<file path="src/rtl/smsteer_pkg.sv">
`timescale 1ns/1ps
package smsteer_pkg;

    localparam int unsigned SM_ADDR_W     = 32;
    localparam int unsigned SM_MIN_LOG2   = 15;
    localparam int unsigned SM_SAVE_BYTES = 512;
    localparam logic [SM_ADDR_W-1:0] SM_BASE = 32'h0003_8000;

    typedef enum logic [1:0] {
        ROUTE_NONE   = 2'b00,
        ROUTE_SYSRAM = 2'b01,
        ROUTE_SMRAM  = 2'b10
    } sm_route_e;

    typedef struct packed {
        logic                 valid;
        logic                 write;
        logic                 cpu;
        logic [SM_ADDR_W-1:0] addr;
    } sm_cyc_t;

    function automatic logic sm_smram_allowed(input logic cpu, input logic smm,
                                              input logic open_bit);
        return smm ? cpu : open_bit;
    endfunction

endpackage

</file>
<file path="src/rtl/smsteer_window.sv">
`timescale 1ns/1ps
module smsteer_window #(
    parameter int unsigned ADDR_W     = 32,
    parameter int unsigned MIN_LOG2   = 15,
    parameter int unsigned SAVE_BYTES = 512,
    parameter logic [ADDR_W-1:0] BASE = '0,
    localparam int unsigned SZW       = $clog2(ADDR_W + 1)
) (
    input  logic [ADDR_W-1:0] addr,
    input  logic [SZW-1:0]    size_log2,
    output logic              in_window,
    output logic              in_save
);
    localparam logic [ADDR_W-1:0] BASE_END = BASE + ADDR_W'((64'd1 << MIN_LOG2) - 64'd1);
    localparam logic [ADDR_W-1:0] SAVE_LO  = BASE_END - ADDR_W'(SAVE_BYTES - 1);

    logic [SZW-1:0]    eff_log2;
    logic [ADDR_W-1:0] hi_mask;

    always_comb begin
        if (size_log2 < SZW'(MIN_LOG2))
            eff_log2 = SZW'(MIN_LOG2);
        else if (size_log2 > SZW'(ADDR_W))
            eff_log2 = SZW'(ADDR_W);
        else
            eff_log2 = size_log2;
    end

    for (genvar i = 0; i < int'(ADDR_W); i++) begin : g_mask
        assign hi_mask[i] = (eff_log2 <= SZW'(i));
    end

    assign in_window = (((addr ^ BASE) & hi_mask) == '0);
    assign in_save   = (addr >= SAVE_LO) && (addr <= BASE_END);

endmodule

</file>
<file path="src/rtl/smsteer_route.sv">
`timescale 1ns/1ps
module smsteer_route
    import smsteer_pkg::*;
(
    input  sm_cyc_t   cyc,
    input  logic      smm,
    input  logic      open_bit,
    input  logic      in_window,
    output sm_route_e route
);
    always_comb begin
        if (!cyc.valid)
            route = ROUTE_NONE;
        else if (in_window && sm_smram_allowed(cyc.cpu, smm, open_bit))
            route = ROUTE_SMRAM;
        else
            route = ROUTE_SYSRAM;
    end
endmodule

</file>
<file path="src/rtl/smsteer_smi_gen.sv">
`timescale 1ns/1ps
module smsteer_smi_gen #(
    parameter bit OVERLAID = 1'b1
) (
    input  logic clk,
    input  logic rst,
    input  logic req,
    output logic smi,
    output logic flush
);
    logic req_q;
    logic smi_q;

    always_ff @(posedge clk) begin
        if (rst) begin
            req_q <= 1'b0;
            smi_q <= 1'b0;
        end else begin
            req_q <= req;
            smi_q <= req && !req_q;
        end
    end

    assign smi = smi_q;

    if (OVERLAID) begin : g_flush
        logic flush_q;
        always_ff @(posedge clk) begin
            if (rst) flush_q <= 1'b0;
            else     flush_q <= req && !req_q;
        end
        assign flush = flush_q;

        AST_FLUSH_WITH_SMI: assert property (@(posedge clk) disable iff (rst)
            flush == smi);
    end else begin : g_noflush
        assign flush = 1'b0;
    end

    AST_SMI_SINGLE: assert property (@(posedge clk) disable iff (rst)
        smi |=> !smi);
    AST_SMI_CAUSE: assert property (@(posedge clk) disable iff (rst)
        smi |-> $past(req));

endmodule

</file>
<file path="src/rtl/smram_steer_ctrl.sv">
`timescale 1ns/1ps
module smram_steer_ctrl
    import smsteer_pkg::*;
#(
    parameter bit OVERLAID = 1'b1
) (
    input  logic                 clk,
    input  logic                 rst,
    input  logic                 cyc_valid,
    input  logic [SM_ADDR_W-1:0] cyc_addr,
    input  logic                 cyc_write,
    input  logic                 bus_is_cpu,
    input  logic                 smm_active,
    input  logic                 cfg_open,
    input  logic [5:0]           cfg_size_log2,
    input  logic                 smi_req,
    output logic                 sel_smram,
    output logic                 sel_sysram,
    output logic                 smi_out,
    output logic                 flush_out,
    output logic                 save_wr_flag
);
    sm_cyc_t   cyc;
    sm_route_e route;
    logic      in_window;
    logic      in_save;
    logic      save_q;

    assign cyc = '{valid: cyc_valid, write: cyc_write, cpu: bus_is_cpu, addr: cyc_addr};

    smsteer_window #(
        .ADDR_W(SM_ADDR_W), .MIN_LOG2(SM_MIN_LOG2),
        .SAVE_BYTES(SM_SAVE_BYTES), .BASE(SM_BASE)
    ) i_window (
        .addr(cyc_addr), .size_log2(cfg_size_log2),
        .in_window(in_window), .in_save(in_save)
    );

    smsteer_route i_route (
        .cyc(cyc), .smm(smm_active), .open_bit(cfg_open),
        .in_window(in_window), .route(route)
    );

    assign sel_smram  = (route == ROUTE_SMRAM);
    assign sel_sysram = (route == ROUTE_SYSRAM);

    AST_SEL_ONEHOT: assert property (@(posedge clk) disable iff (rst)
        cyc_valid |-> $countones({sel_smram, sel_sysram}) == 1);
    AST_IDLE_NO_SEL: assert property (@(posedge clk) disable iff (rst)
        !cyc_valid |-> !sel_smram && !sel_sysram);
    AST_OTHER_MASTER_SYSRAM: assert property (@(posedge clk) disable iff (rst)
        cyc_valid && smm_active && !bus_is_cpu |-> sel_sysram);
    AST_CLOSED_SYSRAM: assert property (@(posedge clk) disable iff (rst)
        cyc_valid && !smm_active && !cfg_open |-> sel_sysram);

    always_ff @(posedge clk) begin
        if (rst) save_q <= 1'b0;
        else     save_q <= sel_smram && cyc_write && bus_is_cpu && in_save;
    end
    assign save_wr_flag = save_q;

    AST_SAVE_FLAG_CAUSE: assert property (@(posedge clk) disable iff (rst)
        save_wr_flag |-> $past(sel_smram && cyc_write && bus_is_cpu));

    smsteer_smi_gen #(.OVERLAID(OVERLAID)) i_smi (
        .clk(clk), .rst(rst), .req(smi_req), .smi(smi_out), .flush(flush_out)
    );

endmodule

</file>
<file path="config.mk">
export PLATFORM = sky130hd
export DESIGN_NAME = smram_steer_ctrl
export DESIGN_NICKNAME = d
export VERILOG_FILES = /design/src/rtl/smsteer_pkg.sv /design/src/rtl/smsteer_window.sv /design/src/rtl/smsteer_route.sv /design/src/rtl/smsteer_smi_gen.sv /design/src/rtl/smram_steer_ctrl.sv
export SDC_FILE = /design/constraint.sdc
export NUM_CORES = 1
export LEC_CHECK = 0
export ABC_AREA = 0
export ABC_CLOCK_PERIOD_IN_PS = 2500
export BUFFER_PORTS_ARGS = -buffer_cell sky130_fd_sc_hd__buf_2
export CORE_MARGIN = 2
export CORE_UTILIZATION = 35
export DETAILED_ROUTE_END_ITERATION = 8
export GPL_TIMING_DRIVEN = 0
export PLACE_DENSITY = 0.82
export SYNTH_ARGS = -nofsm -noshare
export SYNTH_HDL_FRONTEND = slang
export SYNTH_SLANG_ARGS = --single-unit
</file>
<file path="constraint.sdc">
create_clock -name clk -period 2.5 [get_ports clk]
set_input_delay 0.375 -clock clk [delete_from_list [all_inputs] [get_ports clk]]
set_output_delay 0.375 -clock clk [all_outputs]
set_load 0.1 [all_outputs]
</file>
## Word level (Yosys, flattened, before mapping)

Cells that the tools add are included.

| word-level totals | value |
|---|---|
| flip-flop bits (word level) | 3 |
| latch bits | 0 |
| bits in writable memories | 0 |
| bits in read-only memories | 0 |
| input port bits | 46 |
| output and inout port bits | 5 |
| word-level logic and storage cells | 56 |
| memories kept | 0 |

| cells by class | value |
|---|---|
| add/subtract/negate cells | 0 |
| multipliers | 0 |
| divide/modulo/power cells | 0 |
| $lt $le $gt $ge | 36 |
| equal/unequal tests | 2 |
| shift operators | 0 |
| muxes and demuxes | 5 |
| bitwise gates (word level) | 2 |
| reductions and logical operators | 8 |

Operator list:

| kind | count |
|---|---|
| $le 6x5->1 const B | 16 |
| $le 6x4->1 const B | 8 |
| $and 32x32->32 | 1 |
| $ge 32x18->1 const B | 1 |
| $le 32x18->1 const B | 1 |
| $logic_not 32->1 | 1 |
| $le 6x3->1 const B | 4 |
| $le 6x1->1 const B | 2 |
| $le 6x2->1 const B | 2 |
| $mux 6 | 2 |
| $gt 6x6->1 const B | 1 |
| $logic_and 1x1->1 | 6 |
| $lt 6x4->1 const B | 1 |
| $mux 2 | 2 |
| $not 3->3 | 1 |
| $eq 2x1->1 const B | 1 |
| $eq 2x2->1 const B | 1 |
| $logic_not 1->1 | 1 |
| $mux 1 | 1 |

## Depth between registers and ports, before layout

Gate-level depths: netlist (run 1).

| depth | value |
|---|---|
| depth in word-level cells | 13 |
| gate-level depth with buffers | 6 |

## By module

From an unflattened synthesis (run 1), not the netlist that was laid out.

| unflattened totals | value |
|---|---|
| cell total of the unflattened synthesis | 65 |
| area, all modules | 479.2 sq um |

By module, submodules not included:

| module | times used | cells an instance | area an instance (sq um) |
|---|---|---|---|
| smsteer_window | 1 | 52 | 326.6 |
| smsteer_smi_gen | 1 | 5 | 66.3 |
| smram_steer_ctrl | 1 | 5 | 57.6 |
| smsteer_route | 1 | 3 | 28.8 |

## Worst setup path after synthesis (run 1)

Ideal clock, no wire load.

| timing | value |
|---|---|
| path type | input to output |
| start point | input port cfg_size_log2[4] |
| end point | output port sel_smram |
| data arrival time | 2.618 ns |
| data required time | 2.125 ns |
| path slack | -0.493 ns |
| stages on the path | 6 |
| buffers on the path | 1 |
| cell sequence | buf_6 > nand2_2 > o32a_1 > a2111oi_4 > a31oi_2 > nor3b_2 |

| between the ends | value |
|---|---|
| word-level cells in the longest chain between the ends | 10 |
| elaborated cells on any way between the ends | 42 |
| classes of those cells | order compare (34); eq/ne (1); mux (4); bitwise (1); reduce/logical (2) |

Ends and longest elaborated chain:

| what | line | text |
|---|---|---|
| from (decl) | smram_steer_ctrl.sv:15 | `input logic [5:0] cfg_size_log2,` |
| $gt 6x6->1 | smsteer_window.sv:23 | `else if (size_log2 > SZW'(ADDR_W))` |
| $mux 6 | smsteer_window.sv:23 |  |
| $mux 6 * | smsteer_window.sv:21 | `if (size_log2 < SZW'(MIN_LOG2))` |
| $le 6x1->1 (tied with other cells) | smsteer_window.sv:30 | `assign hi_mask[i] = (eff_log2 <= SZW'(i));` |
| $and 32x32->32 * | smsteer_window.sv:33 | `assign in_window = (((addr ^ BASE) & hi_mask) == '0);` |
| $logic_not 32->1 * | smsteer_window.sv:33 |  |
| $logic_and 1x1->1 * | smsteer_route.sv:14 | `else if (in_window && sm_smram_allowed(cyc.cpu, smm, open_bit))` |
| $mux 2 * | smsteer_route.sv:14 |  |
| $mux 2 * | smsteer_route.sv:12 | `if (!cyc.valid)` |
| $eq 2x2->1 * | smram_steer_ctrl.sv:44 | `assign sel_smram = (route == ROUTE_SMRAM);` |
| to (decl) | smram_steer_ctrl.sv:17 | `output logic sel_smram,` |

Mark *: on every way between the ends. The rest lies on a longest branch, timed or not.

## Worst setup path after layout (run 1)

| timing | value |
|---|---|
| start point | input port cyc_addr[18] |
| end point | output port sel_smram |

| between the ends | value |
|---|---|
| word-level cells in the longest chain between the ends | 6 |

Ends and longest elaborated chain:

| what | line | text |
|---|---|---|
| from (decl) | smram_steer_ctrl.sv:10 | `input logic [SM_ADDR_W-1:0] cyc_addr,` |
| $and 32x32->32 | smsteer_window.sv:33 |  |
| $logic_not 32->1 | smsteer_window.sv:33 |  |
| $logic_and 1x1->1 | smsteer_route.sv:14 |  |
| $mux 2 | smsteer_route.sv:14 |  |
| $mux 2 | smsteer_route.sv:12 |  |
| $eq 2x2->1 | smram_steer_ctrl.sv:44 |  |

Every way passes these cells.

==> flow_summary.yaml, run 1 <==
sta:
  hold_viol_final: 0
  relSlewSlack: 0.678
  hold_slack_ns: 0.315
  max_freq_mhz: 417
  drv_slew: 0
  tns_ns: 0
  setup_viol_count_final: 0
  final.period_utilization: 0.960
  finClkSkew_ns: 0.00391
  worst_pin_slew_ns: 0.486
  fin_crit_ns: 2.40
  grt_setup_unrepaired: "false"
critical_path:
  crit_required_ns: 2.12
  r2r-end: "i_smi.flush$_SDFF_PP0_"
  cp_slowest_cell: "nor4bb_1"
  slowest_delay_ns: 0.36
  rr_startpoint: "i_smi.req_q$_SDFF_PP0_"
  critPathLaunch: "cyc_addr[18]"
  path_max_fanout: 3
  end_kind: "output port"
  start_kind: "input pin"
  cp.arrival_ns: 2.02
  worstSetupPathType: "input pin to output port"
  worst-r2r-setup-slack_ns: 2.04
  ff2ff_path_depth: 1
  cp_cell_sequence: "buf_2 -> nor4bb_1 -> a21oi_1 -> a211oi_1 -> a31oi_4 -> nor3b_4 -> clkbuf_4"
min_path:
  hold_path_depth: 2
  hp-start: "rst"
  worstHoldEndpoint: "i_smi.req_q$_SDFF_PP0_"
  hp-class: "input pin to flop"
placed_design:
  placed_cells: 111
  dp_hpwl_um: 1170
  port_buffers: 40
  gp_congestion: 0.798
finish:
  final_cells: 115
  final_util: 0.579
  syn2layout_area_growth_pct: 59.9
  diodes: 0
  drive_gt1_frac: 0.570
  nNetsFinal: 147
  nFillCells: 134
yosys:
  synth_area_um2: 459
  ys_seq_area_frac: 0.131
  syn_area_per_cell_um2: 8.20
  yosysTopAreaCellShare: 0.131
  syn_inst: 56
  synth_nets: 102
  synth_warnings: 0
  synthFlopType: "dfxtp_1"
  synth_area_leaders: "dfxtp_1 13%, a2111oi_4 6.0%, nor2b_1 5.4%"
  synth-edff-count: 0
  ys_ff_latch: 3
  synth_common_cells: "4 x nor2_1, 4 x nor2b_1, 3 x dfxtp_1, 3 x nand2_1, 3 x o21a_1"
  async_flop_share: 0
  synth_top_area_cell: "dfxtp_1"
  synth_cell_types: 38
clocking:
  clk_latency_ns: 0.24
  cts_buffers: 3
  htreeDepth: 1
  cts.sinks: 3
  clk_path_buf_depth: 2
  cts_tree: "done"
  cts_hold_buf: 0
  path_clk_slew_ns: 0.04
  cts-root-buf: "clkbuf_4"
floorplan:
  core-area_um2: 1270
  die_y_um: 40.2
  die_x_um: 40.2
  die_area_um2: 1620
  rows: 13
  io_pins: 51
  initial_utilization: 0.362
detailed_routing:
  met3_length_um: 116
  vias: 590
  routed-wl-met2_um: 680
  drtAntennaViolNets: 0
  drt_first_pass_iters: 3
  wl_met1_um: 566
  drt_iter0_drc: 12
  wl_per_cell_um: 11.9
  drc: 0
  viasPerCell: 5.13
  top_layer_used: "met3"
  wl_um: 1360
power:
  peakVddDrop_uv: 115
  leakage_uw: 0.000333
  power_uw: 257
  powerDensity_nw_per_um2: 350
global_route:
  grt_pass1_vias: 514
  grt-ovfl-total: 0
  grt_use_total: 0.189
  grt_max_degree: 11
  antenna_found_initial: 0
  grt_pass1_wl_um: 2010
run:
  cap_violations: 0
outcome:
  status: "finished clean"
==> flip-flops by register name, summed over array words and instances, names as in the netlist <==
| signal | flops |
|---|---|
| i_smi.flush | 1 |
| i_smi.req_q | 1 |
| save_wr_flag | 1 |
==> critical path: cells and delay by family <==
kind / cells / cell delay, ns
AO/OA/AOI/OAI: 3 / 0.66
buffers and inverters: 2 / 0.45
AND/OR/NAND/NOR: 2 / 0.54
==> final cells by class <==
type,instances,area [µm²],share of cell area
inverters,1,3.75,0.00511
plain buffers,3,23.8,0.0324
repair buffers,40,203,0.276
flip-flops and latches,3,60.1,0.0818
clock buffers,4,26.3,0.0358
multi-input cells,49,399,0.543
well taps,15,18.8,0.0256
==> logic make-up (layout without fill, tap and decap cells) <==
family                 count (synthesis)  after routing  share of synthesized area
AOI/OAI and AO/OA                     17             17                      0.349
and+or+nand+nor                       31             31                      0.441
muxes                                  1              1                     0.0218
DFF                                    3              3                      0.131
buffers and inverters                  4             48                     0.0572
==> per-stage QoR <==
stage / cell area [µm²] / setup slack [ns]
floorplan: 487 / 0.00821
global placement: 706 / 0.0155
detailed placement: 706 / 0.0182
CTS: 732 / 0.0168
global route: 734 / 0.0463
finish: 734 / 0.100
==> how the worst max path moves through the flow <==
stage                      endpoint  slack, ns
after floorplan           sel_smram      0.008
after global placement    sel_smram       0.02
after detailed placement  sel_smram       0.02
after CTS                 sel_smram       0.02
after global routing      sel_smram       0.05
final                     sel_smram       0.10
==> layout by cell type, fill, tap and decap left out, types with 2 or more instances in the layout <==
| cell | instances |
|---|---|
| dfxtp_1 | 3 |
| clkbuf_4 | 4 |
| buf_2 | 39 |
| nor3_1 | 2 |
| nor4_1 | 2 |
| nor2b_1 | 4 |
| o21a_1 | 3 |
| nand2_2 | 2 |
| nand2_1 | 3 |
| nand4b_1 | 2 |
| nor4bb_1 | 2 |
| o211ai_1 | 2 |
| nor2_1 | 4 |
==> power by group <==
part	internal, µW	total, µW	switching (µW)	leakage [µW]
combinational	48.1	118	69.9	0.000293
clock	60.0	88.6	28.6	0.0000150
sequential	49.8	50.4	0.570	0.0000247
==> layer usage <==
metal,track usage,vias to the layer above
li1,-,308
met1,0.205,255
met2,0.343,27
met3,0.0333,0
met4,0.100,0
met5,0,-
==> timing repair <==
action / in CTS / in global routing
setup endpoints to repair: 0 / 1
buffers inserted: 0 / 0
resized for setup: 0 / 1
hold endpoints to repair: 0 / 0
Power figures use the tool's default switching activity.
==> run 2, diff against run 1 <==
--- a/config.mk
+++ b/config.mk
@@ -6,13 +6,15 @@
 export NUM_CORES = 1
 export LEC_CHECK = 0
 export ABC_AREA = 0
-export ABC_CLOCK_PERIOD_IN_PS = 2500
+export ABC_CLOCK_PERIOD_IN_PS = 2000
 export BUFFER_PORTS_ARGS = -buffer_cell sky130_fd_sc_hd__buf_2
+export CORE_ASPECT_RATIO = 1.2
 export CORE_MARGIN = 2
-export CORE_UTILIZATION = 35
+export CORE_UTILIZATION = 29
 export DETAILED_ROUTE_END_ITERATION = 8
 export GPL_TIMING_DRIVEN = 0
-export PLACE_DENSITY = 0.82
+export HOLD_SLACK_MARGIN = 0.15
+export PLACE_DENSITY = 0.73
 export SYNTH_ARGS = -nofsm -noshare
 export SYNTH_HDL_FRONTEND = slang
 export SYNTH_SLANG_ARGS = --single-unit
==> constraint.sdc (replaced) <==
create_clock -name clk -period 2 [get_ports clk]
set_input_delay 0.3 -clock clk [delete_from_list [all_inputs] [get_ports clk]]
set_output_delay 0.3 -clock clk [all_outputs]
set_load 0.1 [all_outputs]
==> flow_summary.yaml, run 2 (same netlist as run 1, synthesis figures left out) <==
power:
  p_sw_frac: 0.369
  p_clk_frac: 0.318
  leakage_uw: 0.000382
  p_seq_frac: 0.181
  combPwrFrac: 0.501
  power_uw: 347
  p_sw_uw: 128
  peakVddDrop_uv: 154
  powerDensity_nw_per_um2: 405
  internal-power_uw: 219
finish:
  syn2layout_area_growth_pct: 86.6
  final_cells: 120
  nNetsFinal: 150
  fin_area_um2: 857
  diodes: 0
  layout_commonest_cell: "buf_2"
  mostFrequentLayoutCells: "32 x buf_2, 5 x buf_4, 4 x nor2b_1, 4 x nor2_1, 4 x buf_6"
  nFillCells: 138
  multi_input_area_um2: 424
  seqCellArea_um2: 60.1
  drive_gt1_frac: 0.621
placed_design:
  port_buffers: 40
  placed_area_um2: 718
  gp_congestion: 0.762
  placed_cells: 113
  dp_hpwl_um: 1140
  pre_cts_ws_ns: -0.241
sta:
  setup_viol_count_final: 0
  drv_slew: 0
  max_freq_mhz: 500
  final.period_utilization: 1.00
  tns_ns: 0
  setup_ws_ns: 0.000620
  grt_setup_unrepaired: "true"
  hold_viol_final: 0
  relSlewSlack: 0.680
  worst_pin_slew_ns: 0.484
  finClkSkew_ns: 0.0000216
  fin_crit_ns: 2.00
floorplan:
  die_x_um: 40.3
  core-area_um2: 1460
  die_y_um: 47.6
  rows: 15
  initial_utilization: 0.314
  die_area_um2: 1920
  io_pins: 51
detailed_routing:
  vias: 638
  wl_um: 1480
  drt_iter0_drc: 15
  wl_per_cell_um: 12.4
  drt_first_pass_iters: 4
  viasPerCell: 5.32
  drc: 0
  drtAntennaViolNets: 0
clocking:
  clk_path_buf_depth: 2
  path_clk_slew_ns: 0.04
  cts_buffers: 3
  cts.sinks: 3
  cts_hold_buf: 0
  clk_latency_ns: 0.24
  htreeDepth: 1
  cts-root-buf: "clkbuf_4"
  cts_tree: "done"
global_route:
  grt-ovfl-total: 0
  grt_pass1_vias: 581
  grt_use_total: 0.170
  grt_max_degree: 10
  grt_pass1_wl_um: 2190
  antenna_found_initial: 0
critical_path:
  start_kind: "input pin"
  end_kind: "output port"
  cp.arrival_ns: 1.70
  path_max_fanout: 3
  worstSetupPathType: "input pin to output port"
  worst-r2r-setup-slack_ns: 1.56
  crit_required_ns: 1.70
outcome:
  status: "finished clean"
min_path:
  hp-class: "input pin to flop"
run:
  cap_violations: 0
==> run 2: timing repair <==
item,CTS,global route
setup buffers,2,1
gates resized for setup,15,7
setup endpoints to repair,2,2
pin swaps,6,5
==> run 2: final cells by class <==
class                      count  share of cell area
clock buffer                   4              0.0307
tap                           17              0.0248
multi-input combinational     49               0.495
buffer                         3              0.0423
sequential                     3              0.0701
timing repair buffer          43               0.333
inverter                       1             0.00438
==> run 2: path summary, 6_finish.rpt <==
path / from / to / cells after the start
max: cyc_addr[23] / sel_smram / 7
min reg2reg: i_smi.req_q$_SDFF_PP0_ / i_smi.flush$_SDFF_PP0_ / 1
max reg2reg: i_smi.req_q$_SDFF_PP0_ / i_smi.flush$_SDFF_PP0_ / 1
min: rst / i_smi.req_q$_SDFF_PP0_ / 2
==> run 2: worst max-delay path, stage by stage <==
cell and delay (ns):
buf_8 0.10, nor4bb_4 0.33, a21oi_2 0.11, a211oi_2 0.27
a31oi_4 0.15, nor3b_4 0.23, buf_12 0.20
==> run 2: per-stage QoR <==
stage                util  hold slack [ns]
floorplan               -            0.367
global placement    0.491            0.374
detailed placement  0.491            0.381
CTS                 0.558            0.237
global route        0.585            0.257
finish              0.585            0.242
==> run 2: per-layer routing <==
| metal | vias to the layer above | track usage | wire (µm) |
|---|---|---|---|
| met5 | - | 0 | 0 |
| met4 | 0 | 0.153 | 63 |
| met3 | 6 | 0.0279 | 160 |
| met2 | 45 | 0.276 | 706 |
| met1 | 272 | 0.185 | 553 |
| li1 | 315 | - | - |
==> run 2: power groups by stage <==
stage / clock, µW / sequential, µW / combinational [µW]
finish: 110 / 62.9 / 174
global route: 119 / 63.1 / 185
CTS: 116 / 63.0 / 165
global placement: 0 / 63.9 / 147
floorplan: 0 / 71.7 / 84.5
detailed placement: 0 / 64.0 / 149
